**config.mk**
```make
export PLATFORM = sky130hd
export DESIGN_NAME = burst_addr_gen
export DESIGN_NICKNAME = d
export VERILOG_FILES = /design/src/rtl/bag_pkg.sv /design/src/rtl/bag_strobe_arb.sv /design/src/rtl/bag_burst_ctr.sv /design/src/rtl/bag_upper_reg.sv /design/src/rtl/burst_addr_gen.sv
export SDC_FILE = /design/constraint.sdc
export NUM_CORES = 1
export LEC_CHECK = 0
export ABC_AREA = 1
export BUFFER_PORTS_ARGS = -buffer_cell sky130_fd_sc_hd__buf_4
export CORE_ASPECT_RATIO = 1.4
export CORE_MARGIN = 2
export CORE_UTILIZATION = 40
export DETAILED_ROUTE_END_ITERATION = 8
export PLACE_DENSITY = 0.69
export SLEW_MARGIN = 20
export SYNTH_ARGS = -nofsm -noshare
export SYNTH_HDL_FRONTEND = slang
export SYNTH_SLANG_ARGS = --single-unit
```
**constraint.sdc**
```tcl
create_clock -name clk -period 1.35 [get_ports clk]
set_clock_uncertainty 0.1 [all_clocks]
set_input_delay 0.2025 -clock clk [delete_from_list [all_inputs] [get_ports clk]]
set_output_delay 0.2025 -clock clk [all_outputs]
set_load 0.01 [all_outputs]
```
**src/rtl/bag_pkg.sv**
```systemverilog
`timescale 1ns/1ps
package bag_pkg;

  typedef enum logic {
    ORD_LINEAR     = 1'b0,
    ORD_INTERLEAVE = 1'b1
  } order_e;

  typedef struct packed {
    logic seen;     // an honoured strobe is present
    logic load;     // strobe accepted by a selected device
    logic desel;    // strobe with the device not selected
    logic by_proc;  // the processor strobe is the one honoured
  } strobe_t;

endpackage

```
**src/rtl/bag_strobe_arb.sv**
```systemverilog
`timescale 1ns/1ps
module bag_strobe_arb
  import bag_pkg::*;
(
  input  logic    ps_n,
  input  logic    cs_n,
  input  logic    ce1_n,
  input  logic    sel_ok,
  output strobe_t res
);

  logic proc_hit;
  logic ctrl_hit;
  logic chip_on;

  always_comb begin
    proc_hit    = !ps_n && !ce1_n;
    ctrl_hit    = !cs_n && !proc_hit;
    chip_on     = sel_ok && !ce1_n;
    res.seen    = proc_hit || ctrl_hit;
    res.load    = res.seen && chip_on;
    res.desel   = res.seen && !chip_on;
    res.by_proc = proc_hit;
  end

endmodule

```
**src/rtl/bag_burst_ctr.sv**
```systemverilog
`timescale 1ns/1ps
module bag_burst_ctr
  import bag_pkg::*;
#(
  parameter int BEAT_W = 2
) (
  input  logic              clk,
  input  logic              rst,
  input  logic              load,
  input  logic              step,
  input  order_e            order,
  input  logic [BEAT_W-1:0] start_in,
  output logic [BEAT_W-1:0] low_q
);

  localparam int BURST_LEN = 1 << BEAT_W;

  logic [BEAT_W-1:0] start_q;
  logic [BEAT_W-1:0] beat_q;
  logic [BEAT_W-1:0] beat_nx;
  logic [BEAT_W-1:0] low_nx;

  always_comb begin
    beat_nx = beat_q + 1'b1;
    if (order == ORD_INTERLEAVE) low_nx = start_q ^ beat_nx;
    else                         low_nx = start_q + beat_nx;
  end

  always_ff @(posedge clk) begin
    if (rst) begin
      start_q <= '0;
      beat_q  <= '0;
      low_q   <= '0;
    end else if (load) begin
      start_q <= start_in;
      beat_q  <= '0;
      low_q   <= start_in;
    end else if (step) begin
      beat_q  <= beat_nx;
      low_q   <= low_nx;
    end
  end


  low_step_chk: assert property (@(posedge clk) disable iff (rst)
    (step && !load) |=> (low_q != $past(low_q)));


  low_start_chk: assert property (@(posedge clk) disable iff (rst)
    load |=> (low_q == $past(start_in)));

  initial begin
    if (BURST_LEN < 2) $error("burst length must be at least two");
  end

endmodule

```
**src/rtl/bag_upper_reg.sv**
```systemverilog
`timescale 1ns/1ps
module bag_upper_reg #(
  parameter int HI_W = 15
) (
  input  logic            clk,
  input  logic            rst,
  input  logic            load,
  input  logic [HI_W-1:0] hi_in,
  output logic [HI_W-1:0] hi_q
);

  always_ff @(posedge clk) begin
    if (rst)       hi_q <= '0;
    else if (load) hi_q <= hi_in;
  end


  hi_hold_chk: assert property (@(posedge clk) disable iff (rst)
    !load |=> $stable(hi_q));

endmodule

```
**src/rtl/burst_addr_gen.sv**
```systemverilog
`timescale 1ns/1ps
module burst_addr_gen
  import bag_pkg::*;
#(
  parameter int ADDR_W = 17,
  parameter int BEAT_W = 2
) (
  input  logic              clk,
  input  logic              rst,
  input  logic [ADDR_W-1:0] addr_in,
  input  logic              ps_n,
  input  logic              cs_n,
  input  logic              adv_n,
  input  logic              sel_ok,
  input  logic              ce1_n,
  input  logic              order_strap,
  output logic [ADDR_W-1:0] arr_addr,
  output logic              load_pulse,
  output logic              load_by_proc,
  output logic              burst_live
);

  localparam int HI_W = ADDR_W - BEAT_W;

  strobe_t           sres;
  order_e            order;
  logic              step;
  logic [HI_W-1:0]   hi_q;
  logic [BEAT_W-1:0] low_q;

  bag_strobe_arb u_arb (
    .ps_n   (ps_n),
    .cs_n   (cs_n),
    .ce1_n  (ce1_n),
    .sel_ok (sel_ok),
    .res    (sres)
  );

  always_comb begin
    order = order_strap ? ORD_INTERLEAVE : ORD_LINEAR;
    step  = burst_live && !adv_n && !sres.seen;
  end

  bag_upper_reg #(.HI_W(HI_W)) u_hi (
    .clk   (clk),
    .rst   (rst),
    .load  (sres.load),
    .hi_in (addr_in[ADDR_W-1:BEAT_W]),
    .hi_q  (hi_q)
  );

  bag_burst_ctr #(.BEAT_W(BEAT_W)) u_ctr (
    .clk      (clk),
    .rst      (rst),
    .load     (sres.load),
    .step     (step),
    .order    (order),
    .start_in (addr_in[BEAT_W-1:0]),
    .low_q    (low_q)
  );

  assign arr_addr = {hi_q, low_q};

  always_ff @(posedge clk) begin
    if (rst) begin
      load_pulse   <= 1'b0;
      load_by_proc <= 1'b0;
      burst_live   <= 1'b0;
    end else begin
      load_pulse <= sres.load;
      if (sres.load) begin
        load_by_proc <= sres.by_proc;
        burst_live   <= 1'b1;
      end else if (sres.desel) begin
        burst_live   <= 1'b0;
      end
    end
  end


  load_capture_chk: assert property (@(posedge clk) disable iff (rst)
    (!cs_n && !ce1_n && sel_ok) |=> (arr_addr == $past(addr_in) && load_pulse && burst_live));


  proc_prio_chk: assert property (@(posedge clk) disable iff (rst)
    (!ps_n && !cs_n && !ce1_n && sel_ok) |=> load_by_proc);


  ce1_mask_chk: assert property (@(posedge clk) disable iff (rst)
    (ce1_n && cs_n) |=> !load_pulse);


  desel_end_chk: assert property (@(posedge clk) disable iff (rst)
    (!cs_n && ce1_n) |=> (!burst_live && $stable(arr_addr)));


  suspend_hold_chk: assert property (@(posedge clk) disable iff (rst)
    (ps_n && cs_n && adv_n) |=> $stable(arr_addr));


  pulse_live_chk: assert property (@(posedge clk) disable iff (rst)
    load_pulse |-> burst_live);

endmodule

```
==> flow_summary_export.csv, run 1 <==
group,metric,value,unit
detailed_routing,drtIter0Drc,15,
min_path,min_from,"ps_n",
timing,fmax,803,MHz
finish,layout.cells.most_common_list,"nand2_1 (49), buf_4 (46), nand3_1 (23), dfxtp_1 (23), dlygate4sd3_1 (16)",
global_route,grt_pass1_wl,4550,microns
detailed_routing,vias,1062,
die,die_area,0.00309,sq mm
cts,clock_latency,310,ps
detailed_routing,dr.pass1.iters,3,
detailed_routing,drc_errors,0,
cts,h-tree-depth,1,
die,die_h,65.0,microns
synth,synthTopCellsByArea,"dfxtp_1 (45%), nand2_1 (17%), nand3_1 (11%)",
finish,final_common_cell,"nand2_1",
detailed_routing,ant_nets,0,
timing,setup_viol,0,
timing,fin_tns_setup,0,ps
placed_design,place_congestion,0.719,
global_route,grt_remaining_overflow,0,
finish,ff_latch_area,482,sq um
synth,ys_ff_latch,24,
finish,final_nets,223,
die,fp.dieW,47.6,microns
global_route,antenna_found_initial,0,
detailed_routing,via_per_inst,4.58,
timing,max_slew_margin,83.0,%
pwr,powerDensity,943,mW/mm^2
detailed_routing,routed_wl,2650,microns
finish,area_growth,52.5,%
global_route,grt_pass1_vias,1108,
pwr,leakage,0.846,nW
critical_path,cp-start-kind,"register",
pwr,ir_worst_vdd,0.661,mV
synth,synth_top_cell_area_share,45.2,%
placed_design,port_buffers,44,
synth,synth_xor_xnor_area_share,0,%
cts,cts_tree,"done",
placed_design,hpwl,1920,microns
die,core_area,0.00259,sq mm
cts,clock-sinks,24,
cts,cts_setup_buffers,0,
min_path,holdCritPathClass,"in -> reg",
die,row_count,22,
synth,synth_mux_area_share,0,%
cts,cts_root_buf,"clkbuf_4",
critical_path,path_buf_inv,1,
timing,rsz0062_at_grt,"no",
synth,seq_area_frac_synth,45.2,%
pwr,p_total,1.53,mW
critical_path,crit_family,"flip-flops",
global_route,grtUsageTotal,19.9,%
die,boundaryPins,45,
timing,tightest_slew,254,ps
synth,yosys.area_share.simple,40.1,%
synth,syn-num-nets,160,
critical_path,path_cells,"inv_1, ha_1, nand2_1, nand2_1, nand3_1, nand3_4, a21oi_2",
synth,synthAdderAreaFrac,1.18,%
synth,synth_compound_area_share,3.65,%
run,cap_violations,0,
die,start_util,41.1,%
critical_path,worstPathMaxFanout,3,
synth,synth_area,0.00106,sq mm
synth,synth_top_area_cell,"dfxtp_1",
synth,syn_area_per_cell,7.94,sq um
timing,drv_slew,0,
cts,clkTransAtPathRegs,140,ps
synth,synth_top_family_by_area,"simple AND/OR/NAND/NOR gates",
critical_path,crit_slowest_cell,"dfxtp_2",
finish,drive_gt1_share,31.6,%
critical_path,startpoint,"u_ctr.beat_q[0]$_SDFFE_PP0P_",
finish,fillCellCount,241,
timing,finalCritPeriodShare,92.3,%
critical_path,required,1510,ps
critical_path,worstSetupPathType,"reg -> reg",
finish,diodes,0,
synth,syn_inst,134,
cts,clock_path_buffers,2,
synth,synth_cell_types,21,
critical_path,critPathMaxStageDelay,360,ps
critical_path,critPathArrivalTime,1410,ps
synth,yosys_warnings,0,
critical_path,cpMostUsedCell,"nand2_1",
global_route,grt_max_degree,20,
finish,multiInputGateArea,478,sq um
critical_path,r2r-start,"u_ctr.beat_q[0]$_SDFFE_PP0P_",
timing,hold_violations,0,
timing,min_period,1250,ps
critical_path,end_kind,"register",
cts,cts_buffers,3,
status,status,"completed",
detailed_routing,wl_per_cell,11.4,microns
[kinds of logic (layout without fill, tap and decap cells)]
group	after synthesis	in the layout
compound gates	6	6
fa+ha+maj	1	1
buf+inv	19	81
flops	24	24
simple gates	84	84
[metrics by stage]
step                      utilization (%)  hold slack, ps  cells  cell area (sq um)  worst slack, ps
after CTS                            62.2            10.7    231               1610             62.6
final                                62.7            90.1    232               1620              105
after global placement               54.4             290    212               1410              131
after detailed placement             54.4             298    212               1410             85.4
after global routing                 62.7            74.6    232               1620             14.5
after floorplan                         -             165    134               1060              209
[repair_timing]
action | 4_1_cts | 5_1_grt
resized for setup | 0 | 1
hold buffers | 15 | 1
setup endpoints to repair | 0 | 1
endpoints found under the hold margin | 15 | 1
[layout make-up]
| class | instances | area share, % |
|---|---|---|
| Clock inverter | 1 | 1.85 |
| Tap cell | 36 | 2.78 |
| Multi-Input combinational cell | 91 | 29.5 |
| Inverter | 15 | 3.63 |
| Sequential cell | 24 | 29.7 |
| Clock buffer | 3 | 1.39 |
| Timing Repair Buffer | 62 | 31.2 |
[power by group]
group	leakage, nW	internal [mW]	switching (mW)
combinational	0.622	0.141	0.118
clock	0.0279	0.300	0.217
sequential	0.196	0.737	0.0157
total	0.846	1.18	0.351
[cell usage after synthesis (all sizes together)]
| cell type | instances |
|---|---|
| nand2 | 53 |
| dfxtp | 24 |
| nand3 | 24 |
| inv | 15 |
| a21oi | 5 |
| nor2 | 5 |
| buf | 4 |
| ha | 1 |
| nand3b | 1 |
| nand4 | 1 |
| o22ai | 1 |
[worst paths after layout]
kind	to	slack (ps)	cells after the start
setup / recovery	u_ctr.low_q[1]$_SDFFE_PP0P_	100	7
hold / removal	load_by_proc$_SDFFE_PP0P_	90	4
hold reg to reg	u_hi.hi_q[6]$_SDFFE_PP0P_	380	2
setup reg to reg	u_ctr.low_q[1]$_SDFFE_PP0P_	100	7
[worst reg2reg max path, delay by kind of cell (launching register included)]
kind	cells	cell delay, ps
compound gates	1	100
fa+ha+maj	1	220
buf+inv	1	70
simple gates	4	350
flops	1	360
[registers in the layout (all words and copies together), names as in the netlist]
name,cells
u_ctr.low_q,2
load_pulse,1
u_ctr.start_q,2
u_hi.hi_q,15
u_ctr.beat_q,2
load_by_proc,1
burst_live,1
[routing by layer]
metal	up-vias	GRT usage [%]	wire length [microns]
met2	27	33.8	1450
met5	-	0	0
met4	0	9.12	48
li1	547	-	-
met1	482	22.5	1030
met3	6	3.90	112
Power figures use the tool's default switching activity.
==> run 2, diff against run 1 <==
--- a/config.mk
+++ b/config.mk
@@ -11,8 +11,9 @@
 export CORE_MARGIN = 2
 export CORE_UTILIZATION = 40
 export DETAILED_ROUTE_END_ITERATION = 8
-export PLACE_DENSITY = 0.69
+export PLACE_DENSITY = 0.68
 export SLEW_MARGIN = 20
 export SYNTH_ARGS = -nofsm -noshare
 export SYNTH_HDL_FRONTEND = slang
+export SYNTH_HIERARCHICAL = 1
 export SYNTH_SLANG_ARGS = --single-unit
==> run 2 against run 1 <==
  * Die area rose by 2.8%
  * Sequential share of layout area rose by 1.7 points
  * Utilization fell by 3.8 points
  * Maximum frequency fell by 0.64%
  * Sequential power rose by 2%
  * Global-route usage fell by 5.3 points
  * Power fell by 8.8%
  * Non-clock buffer count fell by 11
  * Critical endpoint is now u_ctr/low_q[1]$_SDFFE_PP0P_
==> flow_summary_export.csv, run 2 <==
group,metric,value,unit
status,status,"completed",
die,die_area,0.00318,sq mm
synth,synth_top_area_cell,"dfxtp_1",
finish,final_common_cell,"buf_4",
synth,syn-num-nets,186,
die,row_count,22,
synth,seq_area_frac_synth,43.8,%
cts,clkTransAtPathRegs,120,ps
synth,synth_compound_area_share,5.02,%
finish,layout.cells.most_common_list,"buf_4 (49), nand2_1 (44), nor2_1 (32), inv_1 (26), dfxtp_1 (22)",
finish,drive_gt1_share,34.8,%
finish,top_register,"u_hi/hi_q",
finish,final_nets,237,
die,boundaryPins,45,
detailed_routing,dr.pass1.iters,3,
min_path,holdCritPathClass,"in -> reg",
global_route,grt_remaining_overflow,0,
detailed_routing,wl_per_cell,8.62,microns
cts,clock_latency,300,ps
synth,synth_cell_types,19,
critical_path,end_kind,"register",
finish,largest_reg_flops,15,
critical_path,critPathArrivalTime,1400,ps
synth,synth_area,0.00110,sq mm
timing,setup_viol,0,
global_route,grt_max_degree,30,
global_route,antenna_found_initial,0,
synth,synth_xor_xnor_area_share,1.60,%
timing,rsz0062_at_grt,"no",
finish,area_growth,40.4,%
finish,diodes,0,
detailed_routing,drc_errors,0,
synth,synth_top_cell_area_share,43.8,%
timing,min_period,1250,ps
cts,cts_buffers,3,
synth,post-synth-top-count-cell,"nand2_1",
cts,clock_path_buffers,2,
pwr,p_total,1.39,mW
detailed_routing,routed_wl,2120,microns
placed_design,dpl_cell_area,0.00148,sq mm
detailed_routing,vias,1037,
critical_path,worstSetupPathType,"reg -> reg",
cts,cts_tree,"done",
cts,h-tree-depth,1,
timing,fmax,798,MHz
synth,syn_inst,160,
finish,fin_area,0.00154,sq mm
die,core_area,0.00262,sq mm
pwr,powerDensity,906,mW/mm^2
synth,synth_edf_count,0,
global_route,grtUsageTotal,14.5,%
detailed_routing,ant_nets,0,
die,fp.dieW,48.2,microns
global_route,grt_pass1_vias,919,
pwr,ir_worst_vdd,0.482,mV
detailed_routing,drtIter0Drc,6,
synth,synth_top_family_by_area,"simple AND/OR/NAND/NOR gates",
pwr,leakage,0.819,nW
critical_path,critPathMaxStageDelay,380,ps
timing,finalCritPeriodShare,92.8,%
critical_path,path_buf_inv,1,
synth,yosys.area_share.simple,34.0,%
timing,hold-worst-slack,75.8,ps
placed_design,place_congestion,0.818,
synth,yosys_warnings,6,
critical_path,required,1500,ps
global_route,grt_pass1_wl,3410,microns
critical_path,cp-start-kind,"register",
synth,synthTopCellsByArea,"dfxtp_1 (44%), nand2_1 (15%), nor2_1 (11%)",
die,start_util,41.9,%
cts,cts_setup_buffers,0,
timing,hold_violations,0,
timing,drv_slew,0,
synth,ys_ff_latch,24,
critical_path,worstPathMaxFanout,3,
synth,synth_mux_area_share,0,%
timing,tightest_slew,239,ps
cts,cts_root_buf,"clkbuf_4",
synth,synthAdderAreaFrac,1.14,%
synth,synth_common_cells,"nand2_1 (45), nor2_1 (33), inv_1 (26)",
critical_path,cpMostUsedCell,"nand2_1",
critical_path,crit_family,"flip-flops",
cts,clock-sinks,24,
run,cap_violations,0,
die,die_h,65.9,microns
detailed_routing,via_per_inst,4.22,
synth,postSynth.asyncResetShare,0,%
synth,synth_ff_type,"dfxtp_1",
critical_path,crit_slowest_cell,"dfxtp_2",
timing,max_slew_margin,83.9,%
placed_design,hpwl,1720,microns
synth,syn_area_per_cell,6.85,sq um
placed_design,port_buffers,44,
critical_path,path_cells,"inv_1, ha_1, nand3_1, nand2_1, nand2_1, nand3_2, a21oi_2",
==> run 2: cell types whose count changed after synthesis, sizes merged, moves of 2 or more <==
cell / previous run / this run
nor2: 5 / 41
nand2: 53 / 45
a21oi: 5 / 3
nand3: 24 / 3
inv: 15 / 29
o21ai: 0 / 4
==> run 2: worst reg2reg max path, delay by kind of cell, from the launching register on <==
kind / cells / cell delay, ps
fa+ha+maj: 1 / 190
simple gates: 4 / 350
compound gates: 1 / 110
flops: 1 / 380
buf+inv: 1 / 70
==> run 2: area by class of cell <==
| cell class | count | area (sq um) |
|---|---|---|
| Clock buffer | 4 | 36.3 |
| Fill cell | 263 | 1080 |
| Multi-Input combinational cell | 102 | 468 |
| Inverter | 29 | 109 |
| Tap cell | 36 | 45.0 |
| Sequential cell | 24 | 483 |
| Timing Repair Buffer | 51 | 398 |
==> run 2: routing by layer <==
metal  global-route usage, %  part of all wire (%)
met2                    27.5                    53
met3                    2.46                   6.1
met4                    6.08                  0.66
met1                    14.1                    40
met5                       0                     0
==> run 2: kinds of logic after synthesis <==
family / count (synthesis)
and+or+nand+nor: 90
buffers and inverters: 34
DFF: 24
AOI/OAI and AO/OA: 9
xor gates and xnor gates: 2
adders and majority gates: 1
==> run 2: path summary, 6_finish.rpt <==
check	startpoint	end	slack (ps)	cells after the start
max reg2reg	u_ctr/beat_q[0]$_SDFFE_PP0P_	u_ctr/low_q[1]$_SDFFE_PP0P_	100	7
min	addr_in[1]	u_ctr/start_q[1]$_SDFFE_PP0P_	80	3
min reg2reg	u_hi/hi_q[13]$_SDFFE_PP0P_	u_hi/hi_q[13]$_SDFFE_PP0P_	380	2
max	u_ctr/beat_q[0]$_SDFFE_PP0P_	u_ctr/low_q[1]$_SDFFE_PP0P_	100	7
==> run 2: metrics by stage <==
step                      cells  worst slack, ps  utilization (%)  setup TNS, ps
after global routing        246             13.7             58.9              0
final                       246             96.5             58.9              0
after floorplan             160             7.88                -              0
after detailed placement    241            -90.0             56.7           -213
after global placement      241            -56.2             56.7          -92.0
after CTS                   246             26.5             58.5              0
==> run 2: timing repair <==
item | in CTS | in global routing
resized for setup | 0 | 4
hold buffers | 1 | 0
setup endpoints to repair | 0 | 2
hold endpoints to repair | 1 | 0
==> run 2: report_power, final <==
group	switching, mW	internal (mW)
combinational	0.125	0.143
sequential	0.0200	0.746
clock	0.195	0.164
